$ cat src/rtl/swd_host_pkg.sv
`timescale 1ns/1ps
package swd_host_pkg;

  localparam int unsigned WORD_W = 32;

  typedef enum logic [1:0] {
    OP_XFER   = 2'd0,
    OP_SWITCH = 2'd1,
    OP_FLUSH  = 2'd2,
    OP_FLUSH2 = 2'd3
  } swd_op_e;

  localparam logic [2:0] ACK_GOOD = 3'b001;

  // line sequence lengths
  localparam int unsigned REQ_BITS   = 8;
  localparam int unsigned ACK_BITS   = 3;
  localparam int unsigned FLUSH_BITS = 8;
  localparam int unsigned SW_HI_A    = 56;
  localparam int unsigned SW_PAT_LEN = 16;
  localparam int unsigned SW_HI_B    = 52;
  localparam int unsigned SW_LO_LEN  = 4;
  localparam logic [15:0] SW_PATTERN = 16'hE79E;
  localparam logic [7:0]  REQ_FORCE  = 8'h81;

  typedef enum logic [3:0] {
    ST_IDLE,
    ST_REQ,
    ST_TRN1,
    ST_ACK,
    ST_RDATA,
    ST_TRN2,
    ST_WDATA,
    ST_APIDLE,
    ST_FLUSH,
    ST_SWHI1,
    ST_SWPAT,
    ST_SWHI2,
    ST_SWLO,
    ST_RESP
  } seq_st_e;

endpackage

$ cat src/rtl/swd_clk_gen.sv
`timescale 1ns/1ps
// Half-period tick generator; divider captured while the line is quiet.
module swd_clk_gen #(
  parameter int DIV_W = 8
) (
  input  logic             clk,
  input  logic             rst_n,
  input  logic             run,
  input  logic [DIV_W-1:0] div,
  output logic             tick
);
  logic [DIV_W-1:0] div_q;
  logic [DIV_W-1:0] cnt_q;

  always_ff @(posedge clk or negedge rst_n) begin
    if (!rst_n) begin
      div_q <= '0;
      cnt_q <= '0;
    end else if (!run) begin
      div_q <= div;
      cnt_q <= '0;
    end else if (cnt_q == div_q) begin
      cnt_q <= '0;
    end else begin
      cnt_q <= cnt_q + 1'b1;
    end
  end

  assign tick = run && (cnt_q == div_q);
endmodule

$ cat src/rtl/swd_pin_phy.sv
`timescale 1ns/1ps
// Produces SWCLK and the per-bit strobes: sample at end of low half,
// bit boundary at end of high half.
module swd_pin_phy (
  input  logic clk,
  input  logic rst_n,
  input  logic run,
  input  logic tick,
  output logic swclk,
  output logic sample_stb,
  output logic bit_end
);
  logic high_half;

  always_ff @(posedge clk or negedge rst_n) begin
    if (!rst_n) begin
      high_half <= 1'b0;
      swclk     <= 1'b0;
    end else if (!run) begin
      high_half <= 1'b0;
      swclk     <= 1'b0;
    end else if (tick) begin
      high_half <= ~high_half;
      swclk     <= ~high_half;
    end
  end

  assign sample_stb = tick && !high_half;
  assign bit_end    = tick && high_half;
endmodule

$ cat src/rtl/swd_seq.sv
`timescale 1ns/1ps
module swd_seq
  import swd_host_pkg::*;
#(
  parameter int IDLE_W = 8
) (
  input  logic              clk,
  input  logic              rst_n,
  input  logic [1:0]        cfg_turn,
  input  logic [IDLE_W-1:0] cfg_ap_idle,
  input  logic              cmd_valid,
  output logic              cmd_ready,
  input  logic [1:0]        cmd_op,
  input  logic [7:0]        cmd_req,
  input  logic [WORD_W-1:0] cmd_wdata,
  output logic              rsp_valid,
  input  logic              rsp_ready,
  output logic [WORD_W-1:0] rsp_rdata,
  output logic [2:0]        rsp_ack,
  output logic              rsp_fail,
  output logic              rsp_parity_err,
  output logic              rsp_blocked,
  output logic              run,
  input  logic              sample_stb,
  input  logic              bit_end,
  input  logic              sdi,
  output logic              sdo,
  output logic              sdo_en
);
  localparam int CNT_W = (IDLE_W > 6) ? IDLE_W : 6;
  localparam int SH_W  = WORD_W + 1;

  seq_st_e           st;
  logic [CNT_W-1:0]  cnt;
  logic [SH_W-1:0]   tx_sh;
  logic [SH_W-1:0]   rx_sh;
  logic [2:0]        ack_sh;
  logic [1:0]        trn_l;
  logic [IDLE_W-1:0] idle_l;
  logic [WORD_W-1:0] wdata_l;
  logic              is_read, is_ap, failed, par_bad;
  logic              err_flag, err_par;
  logic [2:0]        err_ack;
  logic              want_idle;
  logic              rx_par_ok;

  assign want_idle = is_ap && (idle_l != '0);
  assign rx_par_ok = (^rx_sh[WORD_W-1:0]) == rx_sh[WORD_W];

  always_ff @(posedge clk or negedge rst_n) begin
    if (!rst_n) begin
      st             <= ST_IDLE;
      cnt            <= '0;
      tx_sh          <= '0;
      rx_sh          <= '0;
      ack_sh         <= '0;
      trn_l          <= '0;
      idle_l         <= '0;
      wdata_l        <= '0;
      is_read        <= 1'b0;
      is_ap          <= 1'b0;
      failed         <= 1'b0;
      par_bad        <= 1'b0;
      err_flag       <= 1'b0;
      err_par        <= 1'b0;
      err_ack        <= '0;
      rsp_rdata      <= '0;
      rsp_ack        <= '0;
      rsp_fail       <= 1'b0;
      rsp_parity_err <= 1'b0;
      rsp_blocked    <= 1'b0;
    end else begin
      if (sample_stb && st == ST_ACK)   ack_sh <= {sdi, ack_sh[2:1]};
      if (sample_stb && st == ST_RDATA) rx_sh  <= {sdi, rx_sh[SH_W-1:1]};

      case (st)
        ST_IDLE: begin
          if (cmd_valid) begin
            trn_l          <= cfg_turn;
            idle_l         <= cfg_ap_idle;
            wdata_l        <= cmd_wdata;
            is_read        <= cmd_req[2];
            is_ap          <= cmd_req[1];
            failed         <= 1'b0;
            par_bad        <= 1'b0;
            rsp_rdata      <= '0;
            rsp_ack        <= '0;
            rsp_fail       <= 1'b0;
            rsp_parity_err <= 1'b0;
            rsp_blocked    <= 1'b0;
            case (cmd_op)
              OP_XFER, OP_SWITCH: begin
                if (err_flag) begin
                  rsp_blocked <= 1'b1;
                  rsp_fail    <= 1'b1;
                  st          <= ST_RESP;
                end else if (cmd_op == OP_XFER) begin
                  tx_sh <= SH_W'(cmd_req | REQ_FORCE);
                  cnt   <= CNT_W'(REQ_BITS - 1);
                  st    <= ST_REQ;
                end else begin
                  tx_sh <= '0;
                  cnt   <= CNT_W'(SW_HI_A - 1);
                  st    <= ST_SWHI1;
                end
              end
              default: begin
                tx_sh <= '0;
                cnt   <= CNT_W'(FLUSH_BITS - 1);
                st    <= ST_FLUSH;
              end
            endcase
          end
        end

        ST_RESP: begin
          if (rsp_ready) st <= ST_IDLE;
        end

        default: begin
          if (bit_end) begin
            if (cnt != '0) begin
              cnt   <= cnt - 1'b1;
              tx_sh <= {1'b0, tx_sh[SH_W-1:1]};
            end else begin
              case (st)
                ST_REQ: begin
                  cnt <= CNT_W'(trn_l);
                  st  <= ST_TRN1;
                end
                ST_TRN1: begin
                  cnt <= CNT_W'(ACK_BITS - 1);
                  st  <= ST_ACK;
                end
                ST_ACK: begin
                  if (ack_sh == ACK_GOOD && is_read) begin
                    cnt <= CNT_W'(SH_W - 1);
                    st  <= ST_RDATA;
                  end else begin
                    if (ack_sh != ACK_GOOD) begin
                      failed   <= 1'b1;
                      err_flag <= 1'b1;
                      err_ack  <= ack_sh;
                    end
                    cnt <= CNT_W'(trn_l);
                    st  <= ST_TRN2;
                  end
                end
                ST_RDATA: begin
                  if (!rx_par_ok) begin
                    failed   <= 1'b1;
                    par_bad  <= 1'b1;
                    err_flag <= 1'b1;
                    err_par  <= 1'b1;
                  end
                  cnt <= CNT_W'(trn_l);
                  st  <= ST_TRN2;
                end
                ST_TRN2: begin
                  if (!failed && !is_read) begin
                    tx_sh <= {^wdata_l, wdata_l};
                    cnt   <= CNT_W'(SH_W - 1);
                    st    <= ST_WDATA;
                  end else if (!failed && want_idle) begin
                    tx_sh <= '0;
                    cnt   <= CNT_W'(idle_l - 1'b1);
                    st    <= ST_APIDLE;
                  end else begin
                    rsp_ack        <= ack_sh;
                    rsp_fail       <= failed;
                    rsp_parity_err <= par_bad;
                    rsp_rdata      <= (is_read && !failed) ? rx_sh[WORD_W-1:0] : '0;
                    st             <= ST_RESP;
                  end
                end
                ST_WDATA: begin
                  if (want_idle) begin
                    tx_sh <= '0;
                    cnt   <= CNT_W'(idle_l - 1'b1);
                    st    <= ST_APIDLE;
                  end else begin
                    rsp_ack <= ack_sh;
                    st      <= ST_RESP;
                  end
                end
                ST_APIDLE: begin
                  rsp_ack   <= ack_sh;
                  rsp_rdata <= is_read ? rx_sh[WORD_W-1:0] : '0;
                  st        <= ST_RESP;
                end
                ST_FLUSH: begin
                  rsp_fail       <= err_flag;
                  rsp_ack        <= err_ack;
                  rsp_parity_err <= err_par;
                  err_flag       <= 1'b0;
                  err_ack        <= '0;
                  err_par        <= 1'b0;
                  st             <= ST_RESP;
                end
                ST_SWHI1: begin
                  tx_sh <= SH_W'(SW_PATTERN);
                  cnt   <= CNT_W'(SW_PAT_LEN - 1);
                  st    <= ST_SWPAT;
                end
                ST_SWPAT: begin
                  tx_sh <= '0;
                  cnt   <= CNT_W'(SW_HI_B - 1);
                  st    <= ST_SWHI2;
                end
                ST_SWHI2: begin
                  cnt <= CNT_W'(SW_LO_LEN - 1);
                  st  <= ST_SWLO;
                end
                default: begin
                  st <= ST_RESP;
                end
              endcase
            end
          end
        end
      endcase
    end
  end

  always_comb begin
    sdo_en = 1'b1;
    sdo    = 1'b0;
    case (st)
      ST_TRN1, ST_ACK, ST_RDATA, ST_TRN2: sdo_en = 1'b0;
      ST_REQ, ST_WDATA, ST_SWPAT:         sdo    = tx_sh[0];
      ST_SWHI1, ST_SWHI2:                 sdo    = 1'b1;
      default:                            sdo    = 1'b0;
    endcase
  end

  assign cmd_ready = (st == ST_IDLE);
  assign rsp_valid = (st == ST_RESP);
  assign run       = (st != ST_IDLE) && (st != ST_RESP);
endmodule

$ cat src/rtl/swd_host.sv
`timescale 1ns/1ps
module swd_host
  import swd_host_pkg::*;
#(
  parameter int DIV_W  = 8,
  parameter int IDLE_W = 8
) (
  input  logic              clk,
  input  logic              rst_n,
  input  logic [DIV_W-1:0]  cfg_clk_div,
  input  logic [1:0]        cfg_turn,
  input  logic [IDLE_W-1:0] cfg_ap_idle,
  input  logic              cmd_valid,
  output logic              cmd_ready,
  input  logic [1:0]        cmd_op,
  input  logic [7:0]        cmd_req,
  input  logic [31:0]       cmd_wdata,
  output logic              rsp_valid,
  input  logic              rsp_ready,
  output logic [31:0]       rsp_rdata,
  output logic [2:0]        rsp_ack,
  output logic              rsp_fail,
  output logic              rsp_parity_err,
  output logic              rsp_blocked,
  output logic              swclk,
  output logic              swdio_out,
  output logic              swdio_oe,
  input  logic              swdio_in
);
  logic run, tick, sample_stb, bit_end;

  swd_clk_gen #(.DIV_W(DIV_W)) u_clk (
    .clk  (clk),
    .rst_n(rst_n),
    .run  (run),
    .div  (cfg_clk_div),
    .tick (tick)
  );

  swd_pin_phy u_phy (
    .clk       (clk),
    .rst_n     (rst_n),
    .run       (run),
    .tick      (tick),
    .swclk     (swclk),
    .sample_stb(sample_stb),
    .bit_end   (bit_end)
  );

  swd_seq #(.IDLE_W(IDLE_W)) u_seq (
    .clk           (clk),
    .rst_n         (rst_n),
    .cfg_turn      (cfg_turn),
    .cfg_ap_idle   (cfg_ap_idle),
    .cmd_valid     (cmd_valid),
    .cmd_ready     (cmd_ready),
    .cmd_op        (cmd_op),
    .cmd_req       (cmd_req),
    .cmd_wdata     (cmd_wdata),
    .rsp_valid     (rsp_valid),
    .rsp_ready     (rsp_ready),
    .rsp_rdata     (rsp_rdata),
    .rsp_ack       (rsp_ack),
    .rsp_fail      (rsp_fail),
    .rsp_parity_err(rsp_parity_err),
    .rsp_blocked   (rsp_blocked),
    .run           (run),
    .sample_stb    (sample_stb),
    .bit_end       (bit_end),
    .sdi           (swdio_in),
    .sdo           (swdio_out),
    .sdo_en        (swdio_oe)
  );
endmodule

$ cat config.mk
export PLATFORM = sky130hd
export DESIGN_NAME = swd_host
export DESIGN_NICKNAME = d
export VERILOG_FILES = /design/src/rtl/swd_host_pkg.sv /design/src/rtl/swd_clk_gen.sv /design/src/rtl/swd_pin_phy.sv /design/src/rtl/swd_seq.sv /design/src/rtl/swd_host.sv
export SDC_FILE = /design/constraint.sdc
export NUM_CORES = 1
export LEC_CHECK = 0
export BUFFER_PORTS_ARGS = -buffer_cell sky130_fd_sc_hd__buf_2
export CORE_MARGIN = 5
export CORE_UTILIZATION = 53
export CTS_BUF_LIST = sky130_fd_sc_hd__clkbuf_16
export CTS_CLUSTER_SIZE = 28
export DETAILED_ROUTE_END_ITERATION = 7
export HOLD_SLACK_MARGIN = 0.06
export PLACE_DENSITY = 0.73
export SYNTH_ARGS = -nofsm -noshare
export SYNTH_HDL_FRONTEND = slang
export SYNTH_SLANG_ARGS = --single-unit
$ cat constraint.sdc
create_clock -name clk -period 3.7 [get_ports clk]
set_clock_uncertainty 0.1 [all_clocks]
set_input_delay 0.185 -clock clk [delete_from_list [all_inputs] [get_ports clk]]
set_output_delay 0.185 -clock clk [all_outputs]
set_load 0.02 [all_outputs]
## Word level (Yosys, flattened, before mapping)

Cells that the tools add are included.

| storage, ports and cells | value |
|---|---|
| flip-flop bits (word level) | 187 |
| logic and storage cells | 208 |
| input bits | 65 |
| output and inout bits | 43 |

| operators by class | value |
|---|---|
| reduce and logical (&&, ||, !) cells | 51 |
| bitwise gates (word level) | 4 |
| multiplexer cells | 91 |
| $add $sub $neg | 3 |
| equal/unequal tests | 36 |

Operators by type and width:

| kind | count |
|---|---|
| 33-bit two-way mux | 8 |
| 32-bit two-way mux | 7 |
| 33-bit case mux with 4 select lines | 1 |
| 32-bit case mux with 2 select lines | 2 |
| 8-bit two-way mux | 11 |
| 33-bit case mux with 2 select lines | 1 |
| 8-bit case mux with 8 select lines | 1 |
| 32-bit parity | 2 |
| 4-bit two-way mux | 10 |
| 4-bit case mux with 9 select lines | 1 |
| 7-bit AND reduction | 5 |
| 1-bit two-way mux | 24 |
| 3-bit two-way mux | 8 |
| 3-bit != test, second input constant | 8 |
| 4-bit equality test, second input constant | 5 |
| 1-bit case mux with 2 select lines | 9 |
| 4-bit by 3-bit equality test with 1-bit output, second input constant | 4 |
| 8-bit case mux with 2 select lines | 1 |
| 8-bit AND reduction | 2 |
| 8-bit nonzero test | 2 |
| 8-bit by 1-bit subtractor with 8-bit output, second input constant | 2 |
| 3-bit nonzero test | 5 |
| 6-bit two-way mux | 2 |
| 2-bit != test, second input constant | 6 |
| 33 further kinds | 58 |

## Longest topological paths before layout

Gate-level depths: netlist (run 1).

| depth | value |
|---|---|
| depth in word-level cells | 9 |
| gate-level depth with buffers | 12 |
| depth with buffers taken out | 9 |

## Hierarchy

Synthesis (run 1) repeated with hierarchy kept, for this count alone.

| second synthesis, totals | value |
|---|---|
| cells, all modules | 876 |
| area total of the unflattened synthesis | 9359.0 um^2 |

By module, submodules not included:

| module | times used | area each (um^2) | sequential area each (um^2) | cells an instance |
|---|---|---|---|---|
| swd_seq | 1 | 8525.7 | 4254.1 | 808 |
| swd_clk_gen | 1 | 773.2 | 400.4 | 63 |
| swd_pin_phy | 1 | 60.1 | 25.0 | 5 |

## Least setup slack after synthesis (run 1)

No wires, ideal clock.

| timing | value |
|---|---|
| path type | register -> register |
| start point | register u_seq.st[1] |
| end point | register u_seq.rsp_rdata[10] |
| path slack | 1.115 ns |
| clock period less this slack | 2.585 ns |
| buffers on the path | 2 |
| data required time | 3.481 ns |
| setup time | 0.119 ns |
| stages on the path, launching flop included | 10 |
| data arrival time | 2.366 ns |
| path through | dfrtp_1 -> or4_1 -> inv_1 -> nand2_1 -> a211o_1 -> a211o_1 -> buf_4 -> buf_4 -> nand2_1 -> o21ai_2 |

| between the ends | value |
|---|---|
| elaborated cells between the ends (all ways) | 21 |

RTL lines:

| what | line | text |
|---|---|---|
| start, declared | swd_seq.sv:33 | `seq_st_e st;` |
| start signal, assigned | swd_seq.sv:52 | `st <= ST_IDLE;` |
| start signal, assigned | swd_seq.sv:96 | `st <= ST_RESP;` |
| start signal, assigned | swd_seq.sv:100 | `st <= ST_REQ;` |
| 4-bit zero test * | n/a |  |
| net cmd_ready | swd_host.sv:14 | `output logic cmd_ready,` |
| 3-bit != test (no line) (tied with other cells) | n/a |  |
| 7-bit AND reduction (no line) | n/a |  |
| end signal, assigned | swd_seq.sv:172 | `rsp_rdata <= (is_read && !failed) ? rx_sh[WORD_W-1:0] : '0;` |
| end signal, assigned | swd_seq.sv:188 | `rsp_rdata <= is_read ? rx_sh[WORD_W-1:0] : '0;` |
| end, declared | swd_seq.sv:18 | `output logic [WORD_W-1:0] rsp_rdata,` |

Mark *: on every way through the listed nets, which the timed path passes. The rest lies on a longest branch. The select of a mux whose other input is x is not followed.
A chain may end at the register's enable or synchronous reset.

## Worst setup path in the final report (run 1)

| timing | value |
|---|---|
| start point | register u_clk.cnt_q[5] |
| end point | register u_seq.tx_sh[25] |

| between the ends | value |
|---|---|
| word-level cells in the longest chain between the ends | 5 |

RTL lines:

| what | line | text |
|---|---|---|
| start, declared | swd_clk_gen.sv:13 | `logic [DIV_W-1:0] cnt_q;` |
| start signal, assigned | swd_clk_gen.sv:25 | `cnt_q <= cnt_q + 1'b1;` |
| 8-bit equality test | swd_clk_gen.sv:29 | `assign tick = run && (cnt_q == div_q);` |
| 1-bit logical AND | swd_clk_gen.sv:29 |  |
| 1-bit logical AND | swd_pin_phy.sv:29 | `assign bit_end = tick && high_half;` |
| 2-bit nonzero test (no line) | n/a |  |
| 7-bit AND reduction (no line) | n/a |  |
| end signal, assigned | swd_seq.sv:98 | `tx_sh <= SH_W'(cmd_req \| REQ_FORCE);` |
| end signal, assigned | swd_seq.sv:124 | `tx_sh <= {1'b0, tx_sh[SH_W-1:1]};` |
| end signal, assigned | swd_seq.sv:161 | `tx_sh <= {^wdata_l, wdata_l};` |
| end, declared | swd_seq.sv:35 | `logic [SH_W-1:0] tx_sh;` |

Every way passes these cells.

==> impl_metrics.yaml, run 1 <==
status:
  outcome: "finished clean"
worst_hold_path:
  hold_depth: 3
  hold_start: "cmd_op[1]"
  hold_end: "u_seq.st[0]$_DFFE_PN0P_"
  min_path_type: "in2reg"
place:
  place_hpwl_mm: 13.8
  gp_congestion: 0.906
  io_buffers: 105
  pre_cts_ws_ps: 413
synthesis:
  synth_edf_count: 0
  seq_area_frac_synth_pct: 50.4
  ys_types: 58
  ys_async_sr_fraction_pct: 100
  syn_nets: 955
  yosys.area.top_type_share_pct: 50.4
  synth_ff_type: "dfrtp_1"
  yosys-top-cells-area: "dfrtp_1 50%, mux2_2 12%, xnor2_1 5.8%"
  ys_seq_elements: 187
  synth_top_area_cell: "dfrtp_1"
  avgSynthCellArea_um2: 10.5
  netlist_area_mm2: 0.00929
  syn_inst: 885
  yosys_warnings: 0
critical_path:
  path_max_fanout: 34
  startpoint_type: "flop"
  worstSetupPathType: "reg2reg"
  reg2reg_to: "u_seq.tx_sh[25]$_DFFE_PN0P_"
  reg2reg_from: "u_clk.cnt_q[5]$_DFF_PN0_"
  worst-path-buf-inv: 1
  worstPathRequired_ps: 3940
  crit_arrival_ps: 3600
  reg2reg_slack_ps: 340
  slowest_stage: "a21boi_4"
  cp-end-kind: "flop"
  cp_cell_sequence: "xor2_1, nor4_1, nand4b_1, a21boi_0, a21boi_4, buf_4, nor2_1, a21oi_1"
  rr_worst_depth: 8
  critical-path-max-stage-delay_ps: 780
  cp_top_family: "compound AO/OA/AOI/OAI gates"
cts:
  cts-htree-levels: 4
  clockBufferDepth: 2
  clk_latency_ps: 420
  cts.sinks: 187
  root_buffer: "clkbuf_16"
  clk_pin_slew_ps: 70
  cts_buffers: 17
  cts_tree: "done"
final_layout:
  synthToLayoutAreaGrowth_pct: 21.4
  seq_area_mm2: 0.00468
  multi_input_area_mm2: 0.00435
  fill_cells: 1327
  final_nets: 1118
  n_antenna_cell: 0
  drive_gt1_share_pct: 27.9
die:
  initial_utilization_pct: 53.9
  core_mm2: 0.0172
  io_pins: 108
  die_height_um: 142
  die_x_um: 142
  die-area_mm2: 0.0203
  rows: 48
sta:
  rsz0062_at_grt: "false"
  max_slew_margin_pct: 40.9
  fin_setup_tns_ps: 0
  postLayoutSetupSlackWorst_ps: 338
  final-setup-viol-count: 0
  min_period_ps: 3360
  drv_slew: 0
  fin_crit_sh_pct: 90.9
  hold_violations: 0
  worstMarginPinSlew_ps: 885
  max_freq_ghz: 0.297
grt:
  antenna_found_initial: 0
  grt_max_degree: 105
  grt_overflow: 0
  grt_pass1_vias: 7039
  grt_use_total_pct: 21.5
  grt_first_pass_wirelength_mm: 35.5
routing:
  ant_nets: 0
  drcViolationCount: 0
  vias: 7015
  initialDrtViolationCount: 579
  drt_pass1_iterations: 5
  drt-total-wl_mm: 21.1
  avgViaCountPerCell: 5.46
  wl_per_cell_um: 16.4
power_and_ir_drop:
  vdd_drop_max_mv: 0.414
  leakagePower_uw: 0.00511
  power_density_mw_per_mm2: 748
flow_run:
  maxCapViolations: 0
==> through the flow <==
stage / instances / cell area, µm² / power, µW / utilization (%) / hold slack (ps)
final: 1285 / 11300 / 8430 / 65.4 / 75.2
after detailed placement: 1194 / 10100 / 6720 / 58.9 / 237
after CTS: 1285 / 11300 / 8490 / 65.4 / 62.4
after global placement: 1194 / 10100 / 6650 / 58.9 / 235
after global routing: 1285 / 11300 / 9020 / 65.4 / 87.7
after floorplan: 885 / 9290 / 5830 / - / -211
==> area by class of cell <==
type	instances	share of cell area [%]
Clock buffer	17	3.77
Tap cell	225	2.50
Sequential cell	187	41.5
Multi-Input combinational cell	635	38.6
Inverter	14	0.466
Clock inverter	14	0.954
Timing Repair Buffer	193	12.3
==> synthesized netlist by cell type, drive strengths merged, types with 2 or more instances <==
cell,n
or4,2
and3,2
a222oi,3
or2,3
a21boi,3
nor4,5
nand2,108
a211o,2
ha,5
clkbuf,34
nor3b,6
a31oi,8
inv,14
o22ai,5
o22a,3
o21ai,69
o2bb2ai,3
nor3,13
xor2,22
a21oi,63
or3,4
nor2b,6
dfrtp,187
nand2b,11
a32oi,3
nor2,74
buf,15
mux2,96
xnor2,62
nand3,10
o21a,2
o2111ai,2
a22oi,19
o211ai,3
nand4b,2
a22o,2
==> flip-flops by register name, indices dropped and copies added, names as in the netlist, 2 cells and up <==
name,flops
u_seq.trn_l,2
u_seq.wdata_l,32
u_seq.cnt,8
u_seq.rsp_ack,3
u_clk.cnt_q,8
u_clk.div_q,8
u_seq.tx_sh,33
u_seq.st,4
u_seq.rsp_rdata,32
u_seq.err_ack,3
u_seq.ack_sh,3
u_seq.idle_l,8
u_seq.rx_sh,33
==> cell families (layout without fill, tap and decap cells) <==
family | after synthesis | after routing | synth area share, %
compound gates | 200 | 200 | 14.2
xor+xnor | 85 | 85 | 8.16
fa+ha+maj | 5 | 5 | 0.673
buf+inv | 63 | 238 | 3.06
flops | 187 | 187 | 50.4
mux | 97 | 97 | 11.7
simple gates | 248 | 248 | 11.8
==> timing repair <==
| item | 4_1_cts | 5_1_grt |
|---|---|---|
| gates resized for setup | 0 | 0 |
| hold buffers | 60 | 0 |
| endpoints found under the hold margin | 165 | 0 |
| buffers inserted | 0 | 0 |
| setup endpoints to repair | 0 | 0 |
==> metal layers <==
layer	wire [µm]	vias up	GRT usage [%]
li1	-	3402	-
met1	9550	3418	29.9
met2	10300	176	35.8
met3	955	19	3.70
met4	260	0	4.80
met5	0	-	0
==> worst register-to-register path, stage by stage, from the launching register on <==
cell      delay (ps)
dfrtp_1          430
xor2_1           180
nor4_1           480
nand4b_1         310
a21boi_0         370
a21boi_4         780
buf_4            420
nor2_1            80
a21oi_1          130
==> worst max path at each step <==
stage	start	end	slack, ps	cells past startpoint
after CTS	u_clk.cnt_q[5]$_DFF_PN0_	u_seq.tx_sh[25]$_DFFE_PN0P_	350	8
final	u_clk.cnt_q[5]$_DFF_PN0_	u_seq.tx_sh[25]$_DFFE_PN0P_	340	8
after detailed placement	u_clk.cnt_q[5]$_DFF_PN0_	u_seq.tx_sh[25]$_DFFE_PN0P_	410	8
after floorplan	u_seq.st[1]$_DFFE_PN0P_	u_seq.rsp_rdata[10]$_DFFE_PN0P_	1110	9
after global routing	u_clk.cnt_q[5]$_DFF_PN0_	u_seq.tx_sh[21]$_DFFE_PN0P_	100	8
after global placement	u_clk.cnt_q[5]$_DFF_PN0_	u_seq.tx_sh[21]$_DFFE_PN0P_	440	8
==> power breakdown <==
part	leakage (µW)	internal [µW]	total, µW	switching (µW)
logic	0.00252	1680	3470	1780
clock network	0.000260	913	1680	764
registers	0.00233	2700	3290	588
==> placed cells by master, fill, tap and decap left out, types with 8 or more instances in the layout <==
cell type,count
dfrtp_1,187
nand2_1,107
buf_2,104
mux2_2,96
nor2_1,73
a21oi_1,63
xnor2_1,62
dlygate4sd3_1,60
o21ai_0,36
o21ai_2,28
buf_4,25
xor2_1,22
a22oi_1,19
clkbuf_16,17
inv_1,16
nor3_1,12
nand2b_1,11
nand3_1,10
a31oi_1,8
Note: power is estimated with default switching activity, not from simulation.
==> run 2: changes to the inputs <==
--- a/config.mk
+++ b/config.mk
@@ -13,6 +13,7 @@
 export DETAILED_ROUTE_END_ITERATION = 7
 export HOLD_SLACK_MARGIN = 0.06
 export PLACE_DENSITY = 0.73
+export RECOVER_POWER = 25
 export SYNTH_ARGS = -nofsm -noshare
 export SYNTH_HDL_FRONTEND = slang
 export SYNTH_SLANG_ARGS = --single-unit
==> run 2 against run 1 <==
Against the previous run:
- the flow now finishes with violations (max-capacitance violations, max-slew violations)
- combinational power about the same
- critical path depth unchanged
- final cell count unchanged
- sequential share of layout area barely moved
- power about the same
- count of clock-buffer cells in the layout is the same
- die area did not move
- non-clock buffer count stayed put
- via count is 0.24% higher
- setup slack better by 5.8 ps
- highest routed layer unchanged
==> impl_metrics.yaml, run 2 (synthesis results as in run 1) <==
status:
  outcome: "complete, but fails checks"
  violations: "max-capacitance violations, max-slew violations"
worst_hold_path:
  hold_depth: 3
  hold_start: "cmd_op[1]"
  min_path_type: "in2reg"
  hold_end: "u_seq.st[0]$_DFFE_PN0P_"
power_and_ir_drop:
  switching_share_pct: 37.2
  power_density_mw_per_mm2: 748
  p_sw_uw: 3140
  vdd_drop_max_mv: 0.414
  pwr-share-comb_pct: 41.1
  leakagePower_uw: 0.00511
  power_frac_clock_pct: 19.9
  internal_power_uw: 5300
  pwr-share-seq_pct: 39.0
sta:
  hold_ws_ps: 74.3
  max_slew_margin_pct: -75.6
  min_period_ps: 3360
  drv_slew: 104
  fin_crit_sh_pct: 90.7
  hold_violations: 0
  final-setup-viol-count: 0
  worstMarginPinSlew_ps: 2630
  postLayoutSetupSlackWorst_ps: 344
  fin_setup_tns_ps: 0
  rsz0062_at_grt: "false"
  max_freq_ghz: 0.298
flow_run:
  maxCapViolations: 1
cts:
  cts-htree-levels: 4
  clk_pin_slew_ps: 70
  cts_tree: "done"
  cts.sinks: 187
  cts_resized: 0
  root_buffer: "clkbuf_16"
  clockBufferDepth: 2
  clk_latency_ps: 420
  cts_buffers: 17
die:
  die_height_um: 142
  core_mm2: 0.0172
  initial_utilization_pct: 53.9
  rows: 48
  die_x_um: 142
  io_pins: 108
  die-area_mm2: 0.0203
critical_path:
  rr_worst_depth: 8
  reg2reg_from: "u_clk.cnt_q[5]$_DFF_PN0_"
  reg2reg_to: "u_seq.tx_sh[25]$_DFFE_PN0P_"
  path_max_fanout: 34
  cp-end-kind: "flop"
  critical-path-max-stage-delay_ps: 770
  worstPathRequired_ps: 3940
  crit_arrival_ps: 3600
  slowest_stage: "a21boi_4"
  cp_top_family: "compound AO/OA/AOI/OAI gates"
  reg2reg_slack_ps: 340
  startpoint_type: "flop"
  worst-path-buf-inv: 1
  worstSetupPathType: "reg2reg"
  cp_cell_sequence: "xor2_1, nor4_1, nand4b_1, a21boi_0, a21boi_4, buf_4, nor2_1, a21oi_1"
grt:
  grt_use_total_pct: 21.5
  antenna_found_initial: 0
  grt_overflow: 0
  grt_pass1_vias: 7039
  grt_max_degree: 105
  grt_first_pass_wirelength_mm: 35.5
routing:
  drcViolationCount: 0
  vias: 7032
  avgViaCountPerCell: 5.47
  wl_per_cell_um: 16.5
  drt_pass1_iterations: 6
  initialDrtViolationCount: 646
  ant_nets: 0
  drt-total-wl_mm: 21.1
place:
  place_hpwl_mm: 13.8
  pre_cts_ws_ps: 413
  gp_congestion: 0.906
  io_buffers: 105
final_layout:
  final_common_cell: "dfrtp_1"
  n_antenna_cell: 0
  reg_top3: "u_seq.rx_sh (33), u_seq.tx_sh (33)"
  final_nets: 1118
  mostFrequentLayoutCells: "187 x dfrtp_1, 107 x nand2_1, 102 x buf_2, 96 x mux2_2, 73 x nor2_1"
  synthToLayoutAreaGrowth_pct: 21.3
  multi_input_area_mm2: 0.00435
  fill_cells: 1326
  seq_area_mm2: 0.00468
  drive_gt1_share_pct: 27.7
## run 2: worst max-delay path by stage
stage	startpoint	end	slack, ps	depth (start not counted)
after floorplan	u_seq.st[1]$_DFFE_PN0P_	u_seq.rsp_rdata[10]$_DFFE_PN0P_	1110	9
after global placement	u_clk.cnt_q[5]$_DFF_PN0_	u_seq.tx_sh[21]$_DFFE_PN0P_	440	8
after detailed placement	u_clk.cnt_q[5]$_DFF_PN0_	u_seq.tx_sh[25]$_DFFE_PN0P_	410	8
after CTS	u_clk.cnt_q[5]$_DFF_PN0_	u_seq.tx_sh[25]$_DFFE_PN0P_	350	8
after global routing	u_clk.cnt_q[5]$_DFF_PN0_	u_seq.tx_sh[21]$_DFFE_PN0P_	100	8
final	u_clk.cnt_q[5]$_DFF_PN0_	u_seq.tx_sh[25]$_DFFE_PN0P_	340	8
## run 2: area by class of cell
class / instances / share of cell area, %
Clock buffer: 17 / 3.77
Multi-Input combinational cell: 635 / 38.6
Timing Repair Buffer: 193 / 12.2
Tap cell: 225 / 2.50
Sequential cell: 187 / 41.5
Clock inverter: 14 / 0.955
Inverter: 14 / 0.466
## run 2: power groups by stage
stage	Sequential [µW]	Combinational [µW]	Clock, µW
global route	3370	3840	1800
CTS	3280	3500	1720
finish	3290	3470	1680
detailed placement	3290	3430	0
floorplan	3270	2560	0
global placement	3280	3370	0
## run 2: timing repair
item | CTS | global route
setup buffers | 0 | 0
hold buffers | 60 | 0
endpoints found under the hold margin | 165 | 0
## run 2: per-stage QoR
step	instance area, µm²	instances	total power (µW)	util (%)
final	11300	1285	8430	65.4
after detailed placement	10100	1194	6720	58.9
after global placement	10100	1194	6650	58.9
after global routing	11300	1285	9020	65.4
after CTS	11300	1285	8490	65.4
after floorplan	9290	885	5830	-
## run 2: tightest hold or removal path, cell delays in order
cell     delay (ps)
buf_2           130
mux2_2          160
a21oi_1          70
## run 2: per-layer routing
metal / vias to the layer above / share of wire (%) / global-route usage (%)
li1: 3405 / - / -
met1: 3442 / 45 / 29.9
met2: 166 / 49 / 35.8
met3: 19 / 4.5 / 3.70
met4: 0 / 1.2 / 4.80
met5: - / 0 / 0
==> run 3: changes to the inputs <==
--- a/config.mk
+++ b/config.mk
@@ -5,6 +5,7 @@
 export SDC_FILE = /design/constraint.sdc
 export NUM_CORES = 1
 export LEC_CHECK = 0
+export ABC_AREA = 1
 export BUFFER_PORTS_ARGS = -buffer_cell sky130_fd_sc_hd__buf_2
 export CORE_MARGIN = 5
 export CORE_UTILIZATION = 53
@@ -12,7 +13,7 @@
 export CTS_CLUSTER_SIZE = 28
 export DETAILED_ROUTE_END_ITERATION = 7
 export HOLD_SLACK_MARGIN = 0.06
-export PLACE_DENSITY = 0.73
+export PLACE_DENSITY_LB_ADDON = 0.12
 export RECOVER_POWER = 25
 export SYNTH_ARGS = -nofsm -noshare
 export SYNTH_HDL_FRONTEND = slang
==> constraint.sdc (replaced) <==
create_clock -name clk -period 3.36 [get_ports clk]
set_clock_uncertainty 0.1 [all_clocks]
set_input_delay 0.168 -clock clk [delete_from_list [all_inputs] [get_ports clk]]
set_output_delay 0.168 -clock clk [all_outputs]
set_load 0.02 [all_outputs]
==> run 3 against run 2 <==
Against the previous run:
- the flow still finishes with violations (max-capacitance violations, max-slew violations)
- critical path depth rose by 3
- routed wire length rose by 8.6%
- fmax rose by 24%
- global-route usage rose by 0.32 points
- worst hold slack improved by 6.9 ps
- register-to-register slack improved by 310 ps
- clock power rose by 17%
- synthesized cell count rose by 43%
- core utilization fell by 1.8 points
- via count rose by 20%
- count of clock-buffer cells in the layout did not move
- largest cell class unchanged
==> impl_metrics.yaml, run 3 <==
final_layout:
  fill_cells: 1665
  mostFrequentLayoutCells: "400 x nand2_1, 187 x dfrtp_1, 166 x inv_1, 118 x o21ai_0, 78 x buf_2"
  fin_cells: 1666
  n_antenna_cell: 0
  drive_gt1_share_pct: 14.0
  final_nets: 1490
  synthToLayoutAreaGrowth_pct: 18.2
  reg_top3: "u_seq.rx_sh (33), u_seq.tx_sh (33)"
  final_common_cell: "nand2_1"
sta:
  fin_setup_tns_ps: 0
  rsz0062_at_grt: "false"
  fin_crit_sh_pct: 80.5
  max_slew_margin_pct: -36.3
  drv_slew: 82
  worstMarginPinSlew_ps: 2040
  min_period_ps: 2700
  max_freq_ghz: 0.370
  final-setup-viol-count: 0
  hold_violations: 0
synthesis:
  synth_xor_area_share_pct: 5.41
  synth_most_common_cell: "nand2_1"
  synth_compound_area_share_pct: 13.4
  synth_ff_type: "dfrtp_1"
  netlist_top_cells_count: "400 x nand2_1, 187 x dfrtp_1, 162 x inv_1"
  synth_edf_count: 0
  avgSynthCellArea_um2: 7.91
  ys_types: 46
  synth_top_area_cell: "dfrtp_1"
  yosys_warnings: 0
  yosys-top-cells-area: "dfrtp_1 47%, nand2_1 15%, inv_1 6.1%"
  seq_area_frac_synth_pct: 46.7
  synth_top_family_by_area: "simple AND/OR/NAND/NOR gates"
  ys_async_sr_fraction_pct: 100
  netlist_area_mm2: 0.0100
  synthSimpleGateAreaFrac_pct: 24.7
  ys_seq_elements: 187
  yosys.area.top_type_share_pct: 46.7
  syn_nets: 1338
  syn_inst: 1268
  yosys-mux-area-fraction_pct: 0.225
  synth_fa_ha_area_share_pct: 0.624
grt:
  grt_use_total_pct: 21.9
  grt_overflow: 0
  grt_max_degree: 82
  antenna_found_initial: 0
  grt_first_pass_wirelength_mm: 39.2
  grt_pass1_vias: 8119
worst_hold_path:
  min_path_type: "in2reg"
routing:
  drt_pass1_iterations: 5
  vias: 8405
  drt-total-wl_mm: 23.0
  wl_per_cell_um: 13.8
  wl_met1_mm: 10.9
  top_layer: "met4"
  drcViolationCount: 0
  initialDrtViolationCount: 466
  avgViaCountPerCell: 5.05
  wl_met2_mm: 10.7
  ant_nets: 0
  routed-wl-met3_mm: 1.02
power_and_ir_drop:
  vdd_drop_max_mv: 0.353
  internal_power_uw: 3520
  pwr-share-comb_pct: 7.4
  switching_share_pct: 23.6
  power_frac_clock_pct: 42.5
  p_sw_uw: 1090
  power_uw: 4610
  pwr-share-seq_pct: 50.2
  leakagePower_uw: 0.00592
  power_density_mw_per_mm2: 389
die:
  die-area_mm2: 0.0218
  core_mm2: 0.0186
  io_pins: 108
  die_x_um: 148
  initial_utilization_pct: 53.8
  die_height_um: 148
  rows: 50
cts:
  cts_tree: "done"
  clockBufferDepth: 2
  root_buffer: "clkbuf_16"
  cts_buffers: 17
  clk_latency_ps: 430
  cts.sinks: 187
  cts-htree-levels: 4
  clk_pin_slew_ps: 70
critical_path:
  critical-path-max-stage-delay_ps: 560
  cp_cell_sequence: "inv_1, ha_1, nand3_1, nor3_2, buf_4, nand2_1, inv_1, o21ai_0, a32oi_1, dlygate4sd3_1, o21ai_0"
  worstSetupPathType: "reg2reg"
  slowest_stage: "dlygate4sd3_1"
  cp-end-kind: "flop"
  worstPathRequired_ps: 3570
  crit_arrival_ps: 2920
  startpoint_type: "flop"
  path_max_fanout: 21
place:
  dp_cells: 1574
  place_hpwl_mm: 15.5
  gp_congestion: 0.893
  io_buffers: 105
status:
  violations: "max-capacitance violations, max-slew violations"
  outcome: "complete, but fails checks"
flow_run:
  maxCapViolations: 1
## run 3: changes by cell type after synthesis, sizes merged, moves of 11 or more
cell and delta:
o31ai +12, a21oi -19, nand2b -11, inv +156, buf +12, o21ai +88
nand2 +294, xnor2 -26, nand3 +57, a22oi -17, mux2 -94, clkbuf -15
## run 3: repair_timing
item | in CTS | in global routing
hold buffers | 61 | 0
gates resized for setup | 0 | 0
setup buffers | 0 | 0
hold endpoints to repair | 140 | 0
## run 3: power groups by stage
| stage | logic (µW) | registers, µW | clock network [µW] |
|---|---|---|---|
| finish | 339 | 2310 | 1960 |
| global route | 388 | 2310 | 2100 |
| CTS | 344 | 2310 | 1990 |
| detailed placement | 289 | 2350 | 0 |
| global placement | 283 | 2350 | 0 |
| floorplan | 163 | 2350 | 0 |
## run 3: final timing paths
check / start / to / slack (ps) / depth (start not counted)
max in group asynchronous: rst_n / u_seq.wdata_l[14]$_DFFE_PN0P_ / 980 / 3
worst min register to register: u_seq.tx_sh[2]$_DFFE_PN0P_ / u_seq.tx_sh[2]$_DFFE_PN0P_ / 380 / 2
worst max-delay path: u_seq.cnt[0]$_DFFE_PN0P_ / u_seq.tx_sh[3]$_DFFE_PN0P_ / 660 / 11
worst max register to register: u_seq.cnt[0]$_DFFE_PN0P_ / u_seq.tx_sh[3]$_DFFE_PN0P_ / 660 / 11
min in group asynchronous: rst_n / u_seq.rsp_rdata[16]$_DFFE_PN0P_ / 760 / 2
worst min-delay path: rsp_ready / u_seq.st[3]$_DFFE_PN0P_ / 80 / 5
## run 3: layer usage
layer | vias to the layer above | GRT usage [%]
met5 | - | 0
met4 | 0 | 5.87
met3 | 30 | 4.05
met2 | 174 | 34.9
met1 | 3884 | 30.9
li1 | 4317 | -
## run 3: logic make-up (layout without fill, tap and decap cells)
group,count (synthesis),after routing
simple gates,564,564
fa+ha+maj,5,5
buf+inv,216,380
compound gates,232,232
flops,187,187
mux,2,2
xor+xnor,62,62
## run 3: critical path, delay by kind of cell, from the launching register on
kind,cells,cell delay (ps)
AO/OA/AOI/OAI,3,310
flip-flops,1,360
adder cells (fa/ha/maj),1,170
buffers and inverters,4,1090
AND/OR/NAND/NOR,3,570
## run 3: through the flow
| step | util, % | cell area (µm²) | setup slack (ps) | hold WS, ps |
|---|---|---|---|---|
| floorplan | - | 10000 | 1140 | -228 |
| global placement | 57.5 | 10700 | 758 | 156 |
| detailed placement | 57.5 | 10700 | 712 | 155 |
| CTS | 63.8 | 11900 | 661 | 72.9 |
| global route | 63.6 | 11900 | 347 | 101 |
| finish | 63.6 | 11900 | 657 | 81.2 |
## run 3: cell type report
cell class / instances / area, µm² / share of cell area [%]
clock buffer: 17 / 425 / 3.59
clock inverter: 14 / 135 / 1.14
inverter: 170 / 646 / 5.45
multi-input combinational: 865 / 4460 / 37.6
sequential: 187 / 4680 / 39.5
tap: 234 / 293 / 2.47
timing repair buffer: 179 / 1210 / 10.2
